## src/rtl/fpm_dram_ctrl.sv

```systemverilog
module fpm_dram_ctrl #(
  parameter int MA_W       = 10,
  parameter int DATA_W     = 40,
  parameter int T_INIT     = 25000,
  parameter int N_INIT     = 8,
  parameter int T_REFI     = 1950,
  parameter int T_RP       = 7,
  parameter int T_RAS      = 9,
  parameter int T_RCD      = 4,
  parameter int T_CAS      = 5,
  parameter int T_CP       = 2,
  parameter int T_CSR      = 1,
  parameter int T_RASP_MAX = 12000
) (
  input  logic              clk,
  input  logic              rst_n,
  input  logic              req_valid,
  output logic              req_ready,
  input  logic              req_write,
  input  logic [2*MA_W-1:0] req_addr,
  input  logic [DATA_W-1:0] req_wdata,
  output logic              rsp_valid,
  output logic [DATA_W-1:0] rsp_rdata,
  output logic              dram_ras_n,
  output logic              dram_cas_n,
  output logic              dram_we_n,
  output logic              dram_oe_n,
  output logic [MA_W-1:0]   dram_addr,
  output logic [DATA_W-1:0] dram_dq_out,
  output logic              dram_dq_oe,
  input  logic [DATA_W-1:0] dram_dq_in
);
  localparam int HA_W  = 2 * MA_W;
  localparam int CNT_W = $clog2(T_INIT + T_RP + T_RAS + T_RCD + T_CAS + T_CP + T_CSR + 1);
  localparam int AGE_W = $clog2(T_RASP_MAX + 2);
  localparam int REF_W = $clog2(T_REFI + 1);
  localparam int INI_W = $clog2(N_INIT + 1);

  typedef enum logic [2:0] {
    S_POWER, S_IDLE, S_CBR_CAS, S_CBR_RAS, S_ACT, S_COL, S_PAGE, S_PRE
  } st_t;

  st_t              st;
  logic [CNT_W-1:0] cnt;
  logic [AGE_W-1:0] ras_age;
  logic [REF_W-1:0] ref_tmr;
  logic [INI_W-1:0] init_left;
  logic             ref_pend, pend, op_wr;
  logic [MA_W-1:0]  cur_row, op_col;
  logic [DATA_W-1:0] op_data;

  wire cnt_z    = (cnt == '0);
  wire ref_need = ref_pend || (init_left != '0);
  wire in_page  = (st == S_PAGE);
  wire page_ok  = (int'(ras_age) + 1 + T_CAS + T_CP) <= T_RASP_MAX;
  wire may_close = (int'(ras_age) + 1) >= T_RAS;
  wire [MA_W-1:0] req_row = req_addr[HA_W-1:MA_W];
  wire [MA_W-1:0] req_col = req_addr[MA_W-1:0];
  wire row_hit = (req_row == cur_row);

  assign req_ready = (st == S_IDLE && !ref_need && !pend) ||
                     (in_page && cnt_z && !ref_pend && !pend && page_ok);
  wire take = req_valid && req_ready;

  wire              c_wr   = in_page ? req_write : op_wr;
  wire [MA_W-1:0]   c_col  = in_page ? req_col   : op_col;
  wire [DATA_W-1:0] c_data = in_page ? req_wdata : op_data;

  always_ff @(posedge clk) begin
    if (!rst_n) begin
      st          <= S_POWER;
      cnt         <= CNT_W'(T_INIT - 1);
      ras_age     <= '0;
      ref_tmr     <= REF_W'(T_REFI - 1);
      init_left   <= INI_W'(N_INIT);
      ref_pend    <= 1'b0;
      pend        <= 1'b0;
      op_wr       <= 1'b0;
      cur_row     <= '0;
      op_col      <= '0;
      op_data     <= '0;
      rsp_valid   <= 1'b0;
      rsp_rdata   <= '0;
      dram_ras_n  <= 1'b1;
      dram_cas_n  <= 1'b1;
      dram_we_n   <= 1'b1;
      dram_oe_n   <= 1'b1;
      dram_addr   <= '0;
      dram_dq_out <= '0;
      dram_dq_oe  <= 1'b0;
    end else begin
      rsp_valid <= 1'b0;
      if (!cnt_z) cnt <= cnt - 1'b1;

      if (dram_ras_n) ras_age <= '0;
      else if (ras_age != '1) ras_age <= ras_age + 1'b1;

      if (take) begin
        op_wr   <= req_write;
        op_col  <= req_col;
        op_data <= req_wdata;
        cur_row <= req_row;
      end

      case (st)
        S_POWER: if (cnt_z) st <= S_IDLE;
        S_IDLE: begin
          if (ref_need) begin
            ref_pend   <= 1'b0;
            if (init_left != '0) init_left <= init_left - 1'b1;
            dram_cas_n <= 1'b0;
            cnt        <= CNT_W'(T_CSR - 1);
            st         <= S_CBR_CAS;
          end else if (pend || req_valid) begin
            pend       <= 1'b0;
            dram_addr  <= pend ? cur_row : req_row;
            dram_ras_n <= 1'b0;
            cnt        <= CNT_W'(T_RCD - 1);
            st         <= S_ACT;
          end
        end
        S_CBR_CAS: if (cnt_z) begin
          dram_ras_n <= 1'b0;
          cnt        <= CNT_W'(T_RAS - 1);
          st         <= S_CBR_RAS;
        end
        S_CBR_RAS: if (cnt_z) begin
          dram_ras_n <= 1'b1;
          dram_cas_n <= 1'b1;
          cnt        <= CNT_W'(T_RP - 1);
          st         <= S_PRE;
        end
        S_ACT, S_PAGE: begin
          if (cnt_z && (st == S_ACT || (take && row_hit))) begin
            dram_cas_n  <= 1'b0;
            dram_addr   <= c_col;
            dram_we_n   <= !c_wr;
            dram_oe_n   <= c_wr;
            dram_dq_oe  <= c_wr;
            dram_dq_out <= c_data;
            cnt         <= CNT_W'(T_CAS - 1);
            st          <= S_COL;
          end else if (cnt_z && take) begin
            pend <= 1'b1;
          end else if (cnt_z && in_page && (ref_pend || pend || !page_ok) && may_close) begin
            dram_ras_n <= 1'b1;
            cnt        <= CNT_W'(T_RP - 1);
            st         <= S_PRE;
          end
        end
        S_COL: if (cnt_z) begin
          dram_cas_n <= 1'b1;
          dram_we_n  <= 1'b1;
          dram_oe_n  <= 1'b1;
          dram_dq_oe <= 1'b0;
          if (!op_wr) begin
            rsp_valid <= 1'b1;
            rsp_rdata <= dram_dq_in;
          end
          cnt <= CNT_W'(T_CP - 1);
          st  <= S_PAGE;
        end
        S_PRE: if (cnt_z) st <= S_IDLE;
        default: st <= S_IDLE;
      endcase

      if (ref_tmr == '0) begin
        ref_tmr  <= REF_W'(T_REFI - 1);
        ref_pend <= 1'b1;
      end else begin
        ref_tmr <= ref_tmr - 1'b1;
      end
    end
  end

  assert_no_ready_in_init_R2: assert property (@(posedge clk) disable iff (!rst_n)
    (init_left != '0) |-> !req_ready);
  assert_cbr_we_high_R3: assert property (@(posedge clk) disable iff (!rst_n)
    ($fell(dram_ras_n) && !dram_cas_n) |-> dram_we_n);
  assert_cbr_cas_lead_R3: assert property (@(posedge clk) disable iff (!rst_n)
    ($fell(dram_ras_n) && !dram_cas_n) |-> !$past(dram_cas_n));
  assert_ras_low_max_R6: assert property (@(posedge clk) disable iff (!rst_n)
    !dram_ras_n |-> (int'(ras_age) < T_RASP_MAX));
  assert_early_write_R7: assert property (@(posedge clk) disable iff (!rst_n)
    ($fell(dram_cas_n) && !dram_ras_n && !dram_we_n) |-> (dram_dq_oe && dram_oe_n));
  assert_rsp_at_cas_rise_R8: assert property (@(posedge clk) disable iff (!rst_n)
    rsp_valid |-> $rose(dram_cas_n));
  assert_ready_cas_high_R10: assert property (@(posedge clk) disable iff (!rst_n)
    req_ready |-> dram_cas_n);
endmodule

```

## config.mk

```make
export PLATFORM = sky130hd
export DESIGN_NAME = fpm_dram_ctrl
export DESIGN_NICKNAME = d
export VERILOG_FILES = /design/src/rtl/fpm_dram_ctrl.sv
export SDC_FILE = /design/constraint.sdc
export NUM_CORES = 1
export LEC_CHECK = 0
export ABC_AREA = 1
export BUFFER_PORTS_ARGS = -buffer_cell sky130_fd_sc_hd__buf_2
export CORE_AREA = 2 2 147 149
export CTS_CLUSTER_DIAMETER = 50
export CTS_CLUSTER_SIZE = 14
export DETAILED_ROUTE_END_ITERATION = 6
export DIE_AREA = 0 0 149 151
export HOLD_SLACK_MARGIN = 0.1
export MAX_ROUTING_LAYER = met4
export PLACE_DENSITY_LB_ADDON = 0.12
export SYNTH_ARGS = -nofsm -noshare
export SYNTH_HDL_FRONTEND = slang
export SYNTH_SLANG_ARGS = --single-unit
```

## constraint.sdc

```tcl
create_clock -name clk -period 8.6 [get_ports clk]
set_input_delay 0.86 -clock clk [delete_from_list [all_inputs] [get_ports clk]]
set_output_delay 0.86 -clock clk [all_outputs]
set_load 0.02 [all_outputs]
```

### After elaboration in Yosys (flattened, before gate mapping)

Cells that the tools add are included.

* flip-flop bits (word level): 206
* input bits: 104
* output and inout bits: 97
* logic and storage cells: 155

* add/subtract/negate cells: 7
* order comparisons: 2
* equality and inequality tests: 25
* mux-type cells: 50
* bitwise logic cells: 2
* reduce and logical (&&, ||, !) cells: 49

Operator list (number)
* two-way mux 15 bit: 9
* one-hot mux 15 bit (5 select lines): 1
* two-way mux 10 bit: 5
* two-way mux 40 bit: 1
* adder 32 x 3 -> 32 bit (second input constant): 1
* adder 32 x 4 -> 32 bit (second input constant): 1
* <= comparator 32 x 15 -> 1 bit (second input constant): 1
* two-way mux 3 bit: 9
* inequality test 2 bit (second input constant): 10
* one-hot mux 10 bit (2 select lines): 1
* one-hot mux 3 bit (6 select lines): 1
* two-way mux 1 bit: 17
* adder 14 x 1 -> 15 bit (second input constant): 1
* greater-or-equal comparator 15 x 4 -> 1 bit (second input constant): 1
* logical NOT 15 bit: 1
* subtractor 15 x 1 -> 15 bit (second input constant): 1
* adder 14 x 1 -> 14 bit (second input constant): 1
* inequality test 14 bit (second input constant): 1
* equality test 3 bit (second input constant): 4
* logical AND 1 bit: 12
* AND reduction 3 bit: 4
* logical NOT 11 bit: 1
* subtractor 11 x 1 -> 11 bit (second input constant): 1
* equality test 10 bit: 1
* 22 further kinds: 49

### Logic depth before layout (Yosys ltp)

Gate-level depths: netlist (run 1).

* depth in word-level cells: 12
* depth in mapped cells: 25
* depth with buffers taken out: 25

### Worst setup path after synthesis (run 1)

No wires, ideal clock.

* path kind: flip-flop to output port
* from: reg ras_age[0]
* to: out req_ready
* data arrival time: 2.012 ns
* required time: 7.740 ns
* path slack: 5.728 ns
* cell stages (with the launch flop): 16
* buffers on the path: 0
* path through: dfxtp_1 ha_1 nand2_4 nor2_4 nand2_1 nand2_2 inv_1 nor2_1 nand2_1 nor2_1 nand3_1 nor2_1 xor2_1 nand2_1 nand3_2 nand2_2

* cells in the longest elaborated chain, start to end: 6

Ends and longest elaborated chain
* from (decl): RTL line 45 `logic [AGE_W-1:0] ras_age;`
* from (signal assigned): RTL line 96 `else if (ras_age != '1) ras_age <= ras_age + 1'b1;`
* adder 14 x 1 -> 15 bit: RTL line 55 `wire page_ok = (int'(ras_age) + 1 + T_CAS + T_CP) <= T_RASP_MAX;`
* adder 32 x 4 -> 32 bit: RTL line 55
* adder 32 x 3 -> 32 bit: RTL line 55
* <= comparator 32 x 15 -> 1 bit: RTL line 55
* logical AND 1 bit: RTL line 62 `(in_page && cnt_z && !ref_pend && !pend && page_ok);`
* logical OR 1 bit: RTL line 61 `assign req_ready = (st == S_IDLE && !ref_need && !pend) ||`
* to (decl): RTL line 18 `output logic req_ready,`

Every way passes these cells.

### Worst setup path in the final report (run 1)

* from: reg st[2]
* to: out req_ready

* cells in the longest elaborated chain, start to end: 6
* elaborated cells between the ends (all ways): 9
* those cells by class: 2 x eq/ne; 7 x reduce/logical

Ends and longest elaborated chain
* from (decl): RTL line 43 `st_t st;`
* from (signal assigned): RTL line 71 `st <= S_POWER;`
* from (signal assigned): RTL line 106 `S_POWER: if (cnt_z) st <= S_IDLE;`
* from (signal assigned): RTL line 113 `st <= S_CBR_CAS;`
* equality test 3 bit: RTL line 54 `wire in_page = (st == S_PAGE);`
* logical AND 1 bit (4 in series): RTL line 62
* logical OR 1 bit *: RTL line 61

Every way passes the cells marked *; elsewhere a longest branch is shown, timed or not.

==> key figures, run 1 <==
Outcome
  – Status: complete, no violations

Logic synthesis
  – Largest area contributor in the netlist: dfxtp_1
  – Mapped Nets: 1415
  – Synth async-reset ratio: 0%
  – Post-synth top area share: 44.50%
  – Mean Syn Cell Area: 7.123 um2
  – Primary FF master, synth: dfxtp_1
  – Number of synthesized flops with an enable pin: 0
  – Register area share after synthesis: 44.50%
  – Top post-synthesis cells by area: dfxtp_1 45%, nor2_1 11%, nand2_1 8.5%
  – Synth Register Bits: 206
  – Top-count cell post-synth: nor2_1
  – Mapped Area: 0.009266 mm2
  – Mapped Cells: 1301
  – Cell variety after synth: 46
  – Commonest cells post-synth: 260 x nor2_1, 210 x nand2_1, 206 x dfxtp_1
  – Synth warnings: 0

Timing
  – Final Hold Vio Count: 0
  – Normalized max-slew margin: 43.44%
  – RSZ-0062 raised after global routing: no
  – Clk_skew: 0.01680 ns
  – Slew @ Worst Pin: 0.8484 ns
  – Fmax: 258.3 MHz
  – Setup_tns: 0 ns
  – Final setup violation count: 0
  – Min cycle time layout: 3.872 ns
  – Slew Limit Fails: 0
  – Final period util: 45.02%

Detailed routing
  – Overall routed net length: 25.91 mm
  – Vias per cell: 5.121
  – Final ANT Viol Nets: 0
  – Vias: 9085
  – Initial DRC count: 666
  – DRT Pass-1 Iters: 5
  – DRC violation count after routing: 0
  – Wire length per cell: 14.61 um

Worst setup path
  – Worst Setup End Kind: primary output
  – Crit Path Class: flop to primary output
  – FF-to-FF Start: st[2]
  – Crit-path max cell delay: 0.43 ns
  – Crit-path most repeated cell: inv_2
  – Critical path fanouts, max: 43
  – CP Data Arrival Time: 3.01 ns
  – CP max-delay cell: dfxtp_1
  – R2r worst-path depth: 13
  – R2r setup slk: 4.78 ns
  – Critical path's top delay family: simple AND/OR/NAND/NOR gates
  – Type of origin of the critical path: flop
  – CP bufs+invs: 4
  – Worst EP required: 7.74 ns
  – R2R Path End: cur_row[8]
  – Cell chain of the critical path: inv_2 > nor2_2 > inv_2 > nor2_4 > inv_2 > nor2_1 > nand3_2 > nand2_2 > buf_2

Cells and area
  – Layout cell share with drive strength beyond 1: 19.92%
  – Final std cells w/o fill: 1774
  – Post-layout nets: 1585
  – Area grow syn2layout: 22.29%

Floorplanning
  – Die Ht: 151 um
  – I/O Pins: 201
  – Row count: 53
  – Initial Utilization: 44.50%
  – DIE AREA: 0.02250 mm2
  – Core Box Area: 0.02082 mm2
  – Die W: 149 um

Pwr
  – Pwr dens: 230.6 mW/mm2
  – VDD IR max: 0.1404 mV
  – LEAKAGE: 5.210 nW

Min path
  – Worst hold endpoint: ref_tmr[0]
  – Min-Delay Path Depth: 1
  – Hold Startpoint: ref_tmr[0]
  – Tightest Hold Check Type: flop to flop

Run
  – Max-cap violations: 0

Placement
  – Dpl cells: 1718
  – GPL Wtd Cong: 0.9039
  – Port Buf Inserts: 200
  – Post-DP HPWL: 17.32 mm

Global routing
  – Remaining Overflow, GRT: 0
  – First-pass GRT wire length: 41.59 mm
  – Largest net degree at the start of global routing: 93
  – Vias in the first global route: 8223
  – All-layer global routing usage: 22.93%
  – Initial antenna violation count: 6

Clocking
  – Post-CTS setup buffers: 0
  – Clock transition at the registers of the reported paths: 0.06 ns
  – CTS H-tree depth: 1
  – TritonCTS Buffers: 26
  – Cts repair resizes: 0
  – # clock sinks: 206
  – CTS Root Cell: clkbuf_16
  – Clk_lat worst skew: 0.53 ns
  – Cts hold-fix bufs: 0
  – Number of buffers on the longest clock path: 3
  – TritonCTS clock tree: done
-- cell type report --
cell class,count,area [um2]
fill,2072,9490
multi-input combinational,923,4457
sequential,206,4124
timing repair buffer,208,1064
clock buffer,31,730.7
inverter,106,397.9
tap,275,344.1
clock inverter,17,195.2
antenna,8,20.02
-- power by group --
part           leakage, nW  internal (mW)  switching [mW]  total (mW)
combinational         3.10          0.140           0.276       0.415
clock                0.445          0.681           0.461        1.14
sequential            1.66           1.02          0.0395        1.06
total                 5.21           1.84           0.776        2.61
-- worst register-to-register path, cell delays in order, from the launching register on --
cell     delay [ns]
dfxtp_1        0.43
inv_2          0.08
nor2_2         0.35
inv_2          0.29
nor2_4         0.16
inv_2          0.31
nor2_1         0.40
nand3_2        0.16
a21oi_4        0.13
buf_4          0.44
inv_2          0.29
buf_4          0.37
o21ai_0        0.24
a21oi_1        0.05
-- sequential cells by signal (all words and copies together), names as in the netlist, 10 cells and up --
signal       flops
op_data         40
dram_dq_out     40
ras_age         14
op_col          10
rsp_rdata       40
cnt             15
ref_tmr         11
cur_row         10
dram_addr       10
-- stage by stage --
step	power [mW]	setup slack (ns)	hold slack [ns]	utilization, %	area, um2
6_report	2.613	4.728	0.4065	54.42	11330
5_1_grt	2.737	4.301	0.4322	54.40	11330
4_1_cts	2.637	4.741	0.4083	54.33	11310
3_5_place_dp	1.491	4.794	0.3920	49.88	10390
3_3_place_gp	1.488	4.857	0.3753	49.88	10390
2_1_floorplan	1.357	5.728	0.3663	-	9266
-- kinds of logic (layout without fill, tap and decap cells) --
family | count (synthesis) | count (layout) | share of synthesized area (%)
compound gates | 322 | 322 | 19.04
xor+xnor | 14 | 14 | 1.404
fa+ha+maj | 10 | 10 | 1.350
buf+inv | 172 | 362 | 7.588
flops | 206 | 206 | 44.50
other cells | 0 | 8 | 0
simple gates | 577 | 577 | 26.11
-- metal layers --
layer	vias to the layer above	global-route usage, %	wire length [um]
li1	4672	-	-
met1	4139	30.56	11900
met2	228	36.06	11920
met3	46	4.819	1646
met4	0	5.143	448
met5	-	-	0
-- worst max path at each step --
stage | startpoint | endpoint | depth (start not counted)
after global placement | st[2] | cur_row[3] | 13
final | st[2] | req_ready | 9
after CTS | ras_age[0] | req_ready | 16
after detailed placement | st[2] | cur_row[8] | 13
after floorplan | ras_age[0] | req_ready | 15
after global routing | ras_age[0] | cur_row[1] | 22
-- layout by cell type, fill, tap and decap left out, types with 9 or more instances in the layout --
cell type,count
ha_1,10
nand4_1,15
clkbuf_16,27
nor2_1,260
nand2_1,210
buf_4,9
nand3_1,47
inv_1,96
a221oi_1,10
a31oi_1,44
o21ai_1,42
buf_2,199
dfxtp_1,206
a21oi_1,65
o21ai_0,140
nor3_1,9
No activity file was read; power rests on OpenSTA's default activity.
==> inputs of run 2 (changes only) <==
ABC_AREA = 0   (was 1)
CORE_AREA = 2 2 150 152   (was 2 2 147 149)
DIE_AREA = 0 0 152 154   (was 0 0 149 151)
clock period = 3.9 ns   (was 8.6 ns; I/O delays follow)
==> run 2 against run 1 <==
Effect of this change: sequential power increased by 100%; total power increased by 86%; clock skew increased by 0.0015 ns; die area increased by 4.0%; register-to-register slack got worse by 4.4 ns; flip-flop and latch count did not move; critical endpoint unchanged; critical path depth increased by 3; wire length decreased by 4.1%; setup slack lost 4.6 ns; cell area increased by 12%; final cell count down 7.0%.
==> key figures, run 2 <==
Logic synthesis
  – Mapped Cells: 1103 (-15%)
  – Cell variety after synth: 74 (+61%)
  – Synth warnings: 0 (unchanged)
  – Top-count cell post-synth: dfxtp_1
  – Largest family of logic cells by synthesized area: simple AND/OR/NAND/NOR gates
  – Top post-synthesis cells by area: dfxtp_1 42%, mux2i_1 13%, nand2_1 5.4%
  – Commonest cells post-synth: 206 x dfxtp_1, 141 x nand2_1, 122 x mux2i_1
  – Adder-cell share of the synthesized area: 1.287% (-0.063 points)
  – Simple-Gate Fraction of Synth Area: 19.74% (-6.4 points)
  – Primary FF master, synth: dfxtp_1
  – Register area share after synthesis: 42.41% (-2.1 points)
  – Mux contribution to synthesized area: 12.56% (+13 points)
  – Synth async-reset ratio: 0% (unchanged)
  – Number of synthesized flops with an enable pin: 0 (unchanged)
  – Mean Syn Cell Area: 8.815 um2 (+24%)
  – Mapped Area: 0.009723 mm2 (+4.9%)
  – Synth Register Bits: 206 (unchanged)
  – Largest area contributor in the netlist: dfxtp_1
  – Post-synth top area share: 42.41% (-2.1 points)
  – Post-synthesis compound-gate area fraction: 15.45% (-3.6 points)
  – Mapped Nets: 1217 (-14%)
  – Post-synthesis xor/xnor area fraction: 3.873% (+2.5 points)

Detailed routing
  – Wl on met1: 11.25 mm (-5.4%)
  – Vias: 8685 (-4.4%)
  – Final ANT Viol Nets: 0 (unchanged)
  – DR WL met2: 11.86 mm (-0.46%)
  – Wire length per cell: 15.07 um (+3.2%)
  – DRT Pass-1 Iters: 4 (-1)
  – Highest Signal Layer: met4
  – Metal3 WL: 1.217 mm (-26%)
  – Initial DRC count: 604 (-9.3%)
  – Overall routed net length: 24.85 mm (-4.1%)
  – Vias per cell: 5.267 (+2.8%)
  – DRC violation count after routing: 0 (unchanged)

Min path
  – Tightest Hold Check Type: primary input to flop

Floorplanning
  – Die Ht: 154 um (+2.0%)
  – DIE AREA: 0.02341 mm2 (+4.0%)
  – Core Box Area: 0.02169 mm2 (+4.2%)
  – Initial Utilization: 44.83% (+0.33 points)
  – Die W: 152 um (+2.0%)
  – Row count: 54 (+1.9%)
  – I/O Pins: 201 (unchanged)

Clocking
  – TritonCTS clock tree: done
  – # clock sinks: 206 (unchanged)
  – CTS H-tree depth: 1 (unchanged)
  – Clk_lat worst skew: 0.54 ns (about the same)
  – CTS Root Cell: clkbuf_16
  – Clock transition at the registers of the reported paths: 0.06 ns (about the same)
  – Number of buffers on the longest clock path: 3 (unchanged)
  – TritonCTS Buffers: 28 (+7.7%)

Global routing
  – Vias in the first global route: 8240 (+0.21%)
  – All-layer global routing usage: 21.16% (-1.8 points)
  – Largest net degree at the start of global routing: 76 (-18%)
  – First-pass GRT wire length: 41.20 mm (-0.93%)
  – Initial antenna violation count: 0 (-6)
  – Remaining Overflow, GRT: 0 (unchanged)

Worst setup path
  – Worst Setup End Kind: primary output
  – Critical path fanouts, max: 9 (-79%)
  – Crit Path Class: flop to primary output
  – CP max-delay cell: a221oi_4
  – Crit-path max cell delay: 0.36 ns (-0.07 ns)
  – CP Data Arrival Time: 3.34 ns (+0.33 ns)
  – Worst EP required: 3.51 ns (-4.23 ns)
  – Type of origin of the critical path: flop
  – Cell chain of the critical path: buf_4 > inv_1 > ha_1 > nand2b_1 > o21ai_2 > a21o_1 > o21ai_0 > a211o_1 > a221oi_4 > nor3_2 > or2_2 > buf_2

Timing
  – Slew Limit Fails: 0 (unchanged)
  – Slew @ Worst Pin: 0.8235 ns (-0.02481 ns)
  – Hold_ws: 0.1148 ns (-0.2917 ns)
  – Final period util: 95.62%
  – Normalized max-slew margin: 45.10% (+1.7 points)
  – Final Hold Vio Count: 0 (unchanged)
  – Min cycle time layout: 3.729 ns
  – Setup ws final: 0.1709 ns (-4.557 ns)
  – Fmax: 268.2 MHz
  – Final setup violation count: 0 (unchanged)
  – Clk_skew: 0.01832 ns (+0.001519 ns)

Placement
  – Dpl cells: 1531 (-11%)
  – Placed cell area: 0.01096 mm2 (+5.5%)
  – Port Buf Inserts: 200 (unchanged)
  – DP Worst Slack: 0.3040 ns (-4.490 ns)
  – GPL Wtd Cong: 0.8525 (-5.7%)
  – Post-DP HPWL: 16.08 mm (-7.2%)

Pwr
  – Pint: 3.707 mW (+100%)
  – Power share of the sequential group: 43.4% (+3.0 points)
  – Sw frac: 23.89% (-5.8 points)
  – Switching power: 1.164 mW (+50%)
  – Gate power share: 4.4% (-12 points)
  – VDD IR max: 0.2707 mV (+93%)
  – Clock share of power: 52.2% (+8.5 points)
  – LEAKAGE: 5.303 nW (+1.8%)
  – Pwr dens: 383.6 mW/mm2 (+66%)

Cells and area
  – Layout cell share with drive strength beyond 1: 24.98% (+5.1 points)
  – Final core area utilization: 58.55% (+4.1 points)
  – Multi-input logic area: 0.005286 mm2 (+19%)
  – Most common cell after layout, fill and taps aside: dfxtp_1
  – Diode count: 0 (-8)
  – Fillers: 1887 (-8.9%)
  – Post-layout nets: 1463 (-7.7%)
  – Biggest registers after layout: dram_dq_out (40), op_data (40), rsp_rdata (40)
  – Most frequent cells in the layout: 205 x dfxtp_1, 200 x buf_2, 141 x nand2_1
  – Design Area, Final: 0.01270 mm2 (+12%)
  – Storage element area: 0.004125 mm2 (about the same)
  – Final std cells w/o fill: 1649 (-7.0%)
  – Area grow syn2layout: 30.60%

Run
  – Max-cap violations: 0 (unchanged)

Outcome
  – Status: complete, no violations
## run 2: critical path: cells and delay by family, from the launching register on
family,cells,cell delay [ns]
compound gates,5,1.15
fa+ha+maj,1,0.30
buf+inv,3,0.41
flops,1,0.33
simple gates,3,0.63
## run 2: repair_timing
action / CTS / global route
hold endpoints to repair: 67 / 0
hold buffers: 67 / 0
setup buffers: 0 / 1
resized for setup: 3 / 18
pin swaps: 0 / 3
setup endpoints to repair: 1 / 1
## run 2: final timing paths
| check | start | to | slack, ns | cells after the start |
|---|---|---|---|---|
| max | ras_age[0] | req_ready | 0.17 | 12 |
| min | req_addr[0] | op_col[0] | 0.11 | 3 |
| max reg2reg | cnt[0] | cnt[5] | 0.37 | 13 |
| min reg2reg | ref_tmr[0] | ref_tmr[0] | 0.40 | 1 |
## run 2: metrics by stage
step / TNS [ns] / total power [mW]
after global placement: 0 / 2.322
final: 0 / 4.871
after floorplan: 0 / 2.237
after detailed placement: 0 / 2.322
after global routing: -0.006563 / 5.036
after CTS: 0 / 4.927
## run 2: per-layer routing
metal,up-vias,track usage (%)
li1,4398,-
met1,4007,27.19
met2,239,34.32
met3,41,3.551
met4,0,6.409
met5,-,-
## run 2: power groups by stage
stage | Combinational [mW] | Sequential (mW) | Clock [mW]
3_3_place_gp | 0.160 | 2.16 | 0
5_1_grt | 0.235 | 2.12 | 2.69
2_1_floorplan | 0.0758 | 2.16 | 0
4_1_cts | 0.212 | 2.12 | 2.60
3_5_place_dp | 0.159 | 2.16 | 0
6_report | 0.214 | 2.12 | 2.54
## run 2: cells by family after synthesis
group,after synthesis
multiplexers,122
AO/OA/AOI/OAI,207
buffers and inverters,98
adder cells (fa/ha/maj),10
XOR/XNOR,43
flip-flops,206
AND/OR/NAND/NOR,417
## run 2: final cells by class
cell class                      instances  share of cell area [%]
Multi-Input combinational cell        799                   41.63
Tap cell                              280                   2.759
Clock inverter                         20                   1.645
Sequential cell                       206                   32.49
Inverter                               17                  0.5222
Timing Repair Buffer                  297                   15.13
Clock buffer                           30                   5.823
